--- config.mk ---
export PLATFORM = sky130hd
export DESIGN_NAME = i2c_pacer
export DESIGN_NICKNAME = d
export VERILOG_FILES = /design/src/rtl/i2c_pacer.sv
export SDC_FILE = /design/constraint.sdc
export NUM_CORES = 1
export LEC_CHECK = 0
export ABC_AREA = 0
export BUFFER_PORTS_ARGS = -buffer_cell sky130_fd_sc_hd__buf_2
export CAP_MARGIN = 30
export CELL_PAD_IN_SITES_DETAIL_PLACEMENT = 1
export CELL_PAD_IN_SITES_GLOBAL_PLACEMENT = 1
export CORE_ASPECT_RATIO = 0.7
export CORE_MARGIN = 2
export CORE_UTILIZATION = 49
export CTS_CLUSTER_DIAMETER = 50
export DETAILED_ROUTE_END_ITERATION = 10
export PLACE_DENSITY_LB_ADDON = 0.1
export SYNTH_ARGS = -nofsm -noshare
export SYNTH_HDL_FRONTEND = slang
export SYNTH_SLANG_ARGS = --single-unit
--- constraint.sdc ---
create_clock -name clk -period 4.9 [get_ports clk]
set_input_delay 0.49 -clock clk [delete_from_list [all_inputs] [get_ports clk]]
set_output_delay 0.49 -clock clk [all_outputs]
set_load 0.05 [all_outputs]
--- src/rtl/i2c_pacer.sv ---
module i2c_pacer #(
  parameter logic [6:0] DEV_ADDR = 7'h55,
  parameter int GAP_CYC      = 8250,
  parameter int SETTLE_CYC   = 250_000_000,
  parameter int RATE_WIN_CYC = 62_500_000
) (
  input  logic        clk,
  input  logic        rst_n,
  input  logic        fast_sel,
  input  logic        req_valid,
  output logic        req_ready,
  input  logic        req_read,
  input  logic        req_rw,
  input  logic        req_two,
  input  logic [7:0]  req_cmd,
  input  logic [15:0] req_data,
  output logic        rsp_valid,
  output logic [15:0] rsp_data,
  output logic        m_valid,
  output logic [1:0]  m_op,
  output logic [7:0]  m_wdata,
  output logic        m_nack,
  input  logic        m_done,
  input  logic [7:0]  m_rdata
);
  localparam int GW = $clog2(GAP_CYC + 1);
  localparam int SW = $clog2(SETTLE_CYC + 1);
  localparam int RW = $clog2(RATE_WIN_CYC + 1);
  localparam logic [1:0] OP_START = 2'd0, OP_WR = 2'd1, OP_RD = 2'd2, OP_STOP = 2'd3;

  typedef enum logic [1:0] {S_IDLE, S_RUN, S_WAIT} st_t;

  st_t st;
  logic [2:0] step;
  logic rd, rw, two, split, last;
  logic [7:0] cmd, d0, d1, lo;
  logic [GW-1:0] gap;
  logic [SW-1:0] settle;
  logic [RW-1:0] rt0, rt1;

  wire read_ok = (settle == '0) && (rt0 == '0 || rt1 == '0);
  assign req_ready = (st == S_IDLE) && (gap == '0) && (!req_read || read_ok);
  wire take = req_valid && req_ready;
  assign m_valid = (st == S_RUN);
  wire done = m_valid && m_done;
  wire fin  = done && last;
  wire more = !rd && two && split;

  always_comb begin
    m_op = OP_STOP; m_wdata = 8'h00; m_nack = 1'b0; last = 1'b0;
    if (rd) begin
      case (step)
        3'd0: m_op = OP_START;
        3'd1: begin m_op = OP_WR; m_wdata = {DEV_ADDR, 1'b0}; end
        3'd2: begin m_op = OP_WR; m_wdata = cmd; end
        3'd3: m_op = OP_START;
        3'd4: begin m_op = OP_WR; m_wdata = {DEV_ADDR, 1'b1}; end
        3'd5: begin m_op = OP_RD; m_nack = !two; end
        3'd6: if (two) begin m_op = OP_RD; m_nack = 1'b1; end else last = 1'b1;
        default: last = 1'b1;
      endcase
    end else begin
      case (step)
        3'd0: m_op = OP_START;
        3'd1: begin m_op = OP_WR; m_wdata = {DEV_ADDR, 1'b0}; end
        3'd2: begin m_op = OP_WR; m_wdata = cmd; end
        3'd3: begin m_op = OP_WR; m_wdata = d0; end
        3'd4: if (two && !split) begin m_op = OP_WR; m_wdata = d1; end else last = 1'b1;
        default: last = 1'b1;
      endcase
    end
  end

  always_ff @(posedge clk) begin
    if (!rst_n) begin
      st <= S_IDLE; step <= '0;
      rd <= 1'b0; rw <= 1'b0; two <= 1'b0; split <= 1'b0;
      cmd <= '0; d0 <= '0; d1 <= '0; lo <= '0;
      gap <= '0; settle <= '0; rt0 <= '0; rt1 <= '0;
      rsp_valid <= 1'b0; rsp_data <= '0;
    end else begin
      rsp_valid <= 1'b0;
      gap <= fin ? GW'(GAP_CYC) : (gap != '0 ? gap - 1'b1 : gap);
      settle <= (fin && !rd && rw && !more) ? SW'(SETTLE_CYC)
              : (settle != '0 ? settle - 1'b1 : settle);
      rt0 <= (take && req_read && rt0 == '0) ? RW'(RATE_WIN_CYC)
           : (rt0 != '0 ? rt0 - 1'b1 : rt0);
      rt1 <= (take && req_read && rt0 != '0) ? RW'(RATE_WIN_CYC)
           : (rt1 != '0 ? rt1 - 1'b1 : rt1);
      case (st)
        S_IDLE: if (take) begin
          rd <= req_read; rw <= req_rw; two <= req_two; split <= fast_sel;
          cmd <= req_cmd; d0 <= req_data[7:0]; d1 <= req_data[15:8];
          step <= '0; st <= S_RUN;
        end
        S_RUN: if (done) begin
          if (rd && step == 3'd5) begin
            lo <= m_rdata;
            if (!two) begin rsp_valid <= 1'b1; rsp_data <= {8'h00, m_rdata}; end
          end
          if (rd && step == 3'd6 && two) begin
            rsp_valid <= 1'b1; rsp_data <= {m_rdata, lo};
          end
          if (last) begin
            step <= '0;
            if (more) begin
              cmd <= cmd + 8'd1; d0 <= d1; two <= 1'b0; st <= S_WAIT;
            end else st <= S_IDLE;
          end else step <= step + 3'd1;
        end
        S_WAIT: if (gap == '0) st <= S_RUN;
        default: st <= S_IDLE;
      endcase
    end
  end

  p_hold_op_r10: assert property (@(posedge clk) disable iff (!rst_n)
    m_valid && !m_done |=> m_valid && $stable(m_op) && $stable(m_wdata) && $stable(m_nack));
  p_one_flight_r10: assert property (@(posedge clk) disable iff (!rst_n)
    req_ready |-> !m_valid);
  p_gap_after_stop_r2: assert property (@(posedge clk) disable iff (!rst_n)
    fin |=> !req_ready && !m_valid);
  p_settle_block_r7: assert property (@(posedge clk) disable iff (!rst_n)
    fin && !rd && rw && !more |=> !(req_ready && req_read));
  p_rsp_pulse_r11: assert property (@(posedge clk) disable iff (!rst_n)
    rsp_valid |=> !rsp_valid);
  p_rate_two_r9: assert property (@(posedge clk) disable iff (!rst_n)
    take && req_read && rt0 != '0 |=> !read_ok);
endmodule

==> results.py <==
metrics = {
    "run_status": {
        "status": "finished, final reports clean",
    },
    "worst_setup_path": {
        "path_class": "reg2out",
        "crit_buf_inv": 1,
        "cp.required_ns": 4.41,
        "worstPathArrival_ns": 3.75,
        "worstPathCellList": "nor4_1 > nand4_1 > nor3_4 > o21ai_1 > a2111oi_0 > buf_2",
        "critPathMaxFanout": 7,
        "cpPeakStageDelay_ns": 0.77,
        "worstSetupStartpointType": "register",
        "slowest_stage": "nor4_1",
        "end_kind": "primary output",
        "critPathTopFamily": "simple AND/OR/NAND/NOR gates",
    },
    "yosys": {
        "post_synth_num_cell_types": 74,
        "ys_seq_area_share_pct": 40.09,
        "synth_cells": 895,
        "synthFlopType": "dfxtp_1",
        "synth_area_leader_cell": "dfxtp_1",
        "synth_nets": 948,
        "syn_area_per_cell_um2": 8.482,
        "synthArstFlopShare_pct": 0,
        "synth_top_area_share_pct": 40.09,
        "ys.warnings.count": 0,
        "synth-edff-count": 0,
        "yosys-top-cells-area": "dfxtp_1 (40%), xnor2_1 (5.9%), nor2_1 (5.8%), nand2_1 (4.3%), mux2i_1 (4.2%)",
        "synth_seq_cells": 152,
        "syn-cell-area_um2": 7591,
    },
    "placed_design": {
        "gp_congestion": 0.8523,
        "numPortBuffers": 69,
        "dp_hpwl_mm": 15.05,
    },
    "cts": {
        "clock_latency_ns": 0.43,
        "clk_pin_slew_ns": 0.07,
        "clock_tree.root_cell": "clkbuf_16",
        "cts_buffers": 17,
        "hold_buffers": 0,
        "cts-resized-gates": 0,
        "clock_sink_count": 152,
        "cts_max_level": 4,
        "cts_tree": "yes",
        "cts_setup_buffers": 0,
        "clock_path_buffers": 2,
    },
    "die": {
        "fp.dieW_um": 152.8,
        "start_util_pct": 49.58,
        "num_rows": 38,
        "io_pins": 70,
        "dieArea_um2": 16520,
        "die_y_um": 108.1,
        "coreArea_um2": 15310,
    },
    "route": {
        "via_count": 6961,
        "drt-total-wl_mm": 21.99,
        "ant_nets": 0,
        "drt_first_pass_iters": 5,
        "routedWlPerCell_um": 19.02,
        "drt_iter0_drc": 437,
        "via_per_inst": 6.022,
        "drc": 0,
    },
    "cells_and_area": {
        "layout_common_cells": "dfxtp_1 (152), nor2_1 (118), nand2_1 (86), buf_2 (70), nor3_1 (53)",
        "diodes": 0,
        "final_common_cell": "dfxtp_1",
        "syn_to_final_growth_pct": 13.88,
        "final_util_pct": 56.46,
        "layout-drive-gt1-share_pct": 14.12,
        "nNetsFinal": 996,
        "fillers": 1852,
    },
    "grt": {
        "grt_max_degree": 44,
        "antenna_found_initial": 0,
        "overflow": 0,
        "grt_pass1_wl_mm": 36.58,
        "grt_usage_pct": 27.11,
        "grt_pass1_vias": 7169,
    },
    "timing": {
        "slew_viol_final": 0,
        "slew_headroom_pct": 33.73,
        "fmax_mhz": 235.9,
        "finalSetupViolations": 0,
        "tightest_slew_ns": 0.9786,
        "fin_worst_skew_ns": 0.01218,
        "hold_viol_final": 0,
        "whs_ns": 0.3011,
        "fin_crit_sh_pct": 86.53,
        "period_minus_slack_ns": 4.240,
        "finalSetupTns_ns": 0,
        "grt_setup_unrepaired": "false",
    },
    "worst_hold_path": {
        "min_path_type": "in2reg",
    },
    "flow_run": {
        "cap_viol_max_count": 0,
    },
    "pwr": {
        "p_leak_uw": 0.003265,
        "p_per_area_nw_per_um2": 693.3,
        "irDropWorstVdd_mv": 0.3170,
    },
}
metrics by stage:
stage | cell area [µm²] | total power [µW] | instances | worst slack, ns
floorplan | 7591 | 3979 | 895 | 0.1554
global placement | 8013 | 4390 | 1120 | 1.331
detailed placement | 8018 | 4580 | 1121 | 1.168
CTS | 8617 | 5992 | 1153 | 0.7199
global route | 8645 | 6425 | 1156 | 0.4111
finish | 8645 | 5993 | 1156 | 0.6601
worst min-delay path: cells and delay by family:
kind	cells	cell delay, ns
buf+inv	1	0.10
mux	1	0.05
simple gates	1	0.04
sequential cells by signal, summed over array words and instances (netlist names):
signal / cells
st: 2
lo: 8
rsp_valid: 1
step: 3
cmd: 8
rt0: 26
split: 1
d0: 8
settle: 28
d1: 8
rt1: 26
two: 1
rsp_data: 16
rd: 1
rw: 1
gap: 14
worst paths after layout:
check	startpoint	end	slack [ns]	depth (start not counted)
worst min-delay path	req_data[11]	d1[3]	0.30	3
worst min register to register	rw	rw	0.48	2
worst max-delay path	rt1[5]	req_ready	0.66	6
worst max register to register	gap[1]	rt0[1]	1.18	8
synth_stat cells, types with 3 or more instances:
cell and n:
o22ai_1 5, buf_2 10, nand2b_1 5, o221a_1 4, a311oi_2 8, nor3b_1 3, nand3_1 20, o21ai_0 12
or4_1 6, and3_1 5, nor4b_1 6, o211ai_1 4, nand4_1 15, o21ai_1 14, a31oi_1 3, a211oi_1 23
inv_1 21, ha_1 13, xor2_1 20, clkbuf_1 35, nor2b_1 4, nand2_1 86, mux2i_1 32, a311oi_1 4
o221ai_1 3, nor3_1 53, or2_2 3, xnor2_1 51, dfxtp_1 152, nor2_1 118, nor4_1 38, a21oi_1 38
o22a_1 3, or3_1 10, a22oi_1 13, a221oi_1 6
layout make-up:
class	instances	area [µm²]	share of cell area (%)
Timing Repair Buffer	78	415.4	4.805
Inverter	22	82.58	0.9553
Multi-Input combinational cell	672	4254	49.21
Tap cell	200	250.2	2.895
Clock inverter	13	146.4	1.693
Clock buffer	19	452.9	5.240
Sequential cell	152	3043	35.20
metal layers:
layer	global-route usage (%)	share of wire [%]	up-vias
met5	0	0	-
met4	7.672	1.1	0
met3	5.411	4.2	25
met2	45.07	47	139
met1	36.21	48	3445
li1	-	-	3352
logic make-up (layout without fill, tap and decap cells):
family / after synthesis / count (layout) / synth area share, %
xor+xnor: 71 / 71 / 8.192
simple gates: 391 / 391 / 25.38
flops: 152 / 152 / 40.09
fa+ha+maj: 13 / 13 / 2.143
mux: 33 / 33 / 4.368
compound gates: 164 / 164 / 15.96
buf+inv: 71 / 132 / 3.873
power by group:
part           internal (µW)  switching [µW]  total, µW
clock                    782             557       1340
combinational           1060            1620       2680
sequential              1590             386       1980
total                   3430            2560       5990
(Power assumes the default switching activity.)
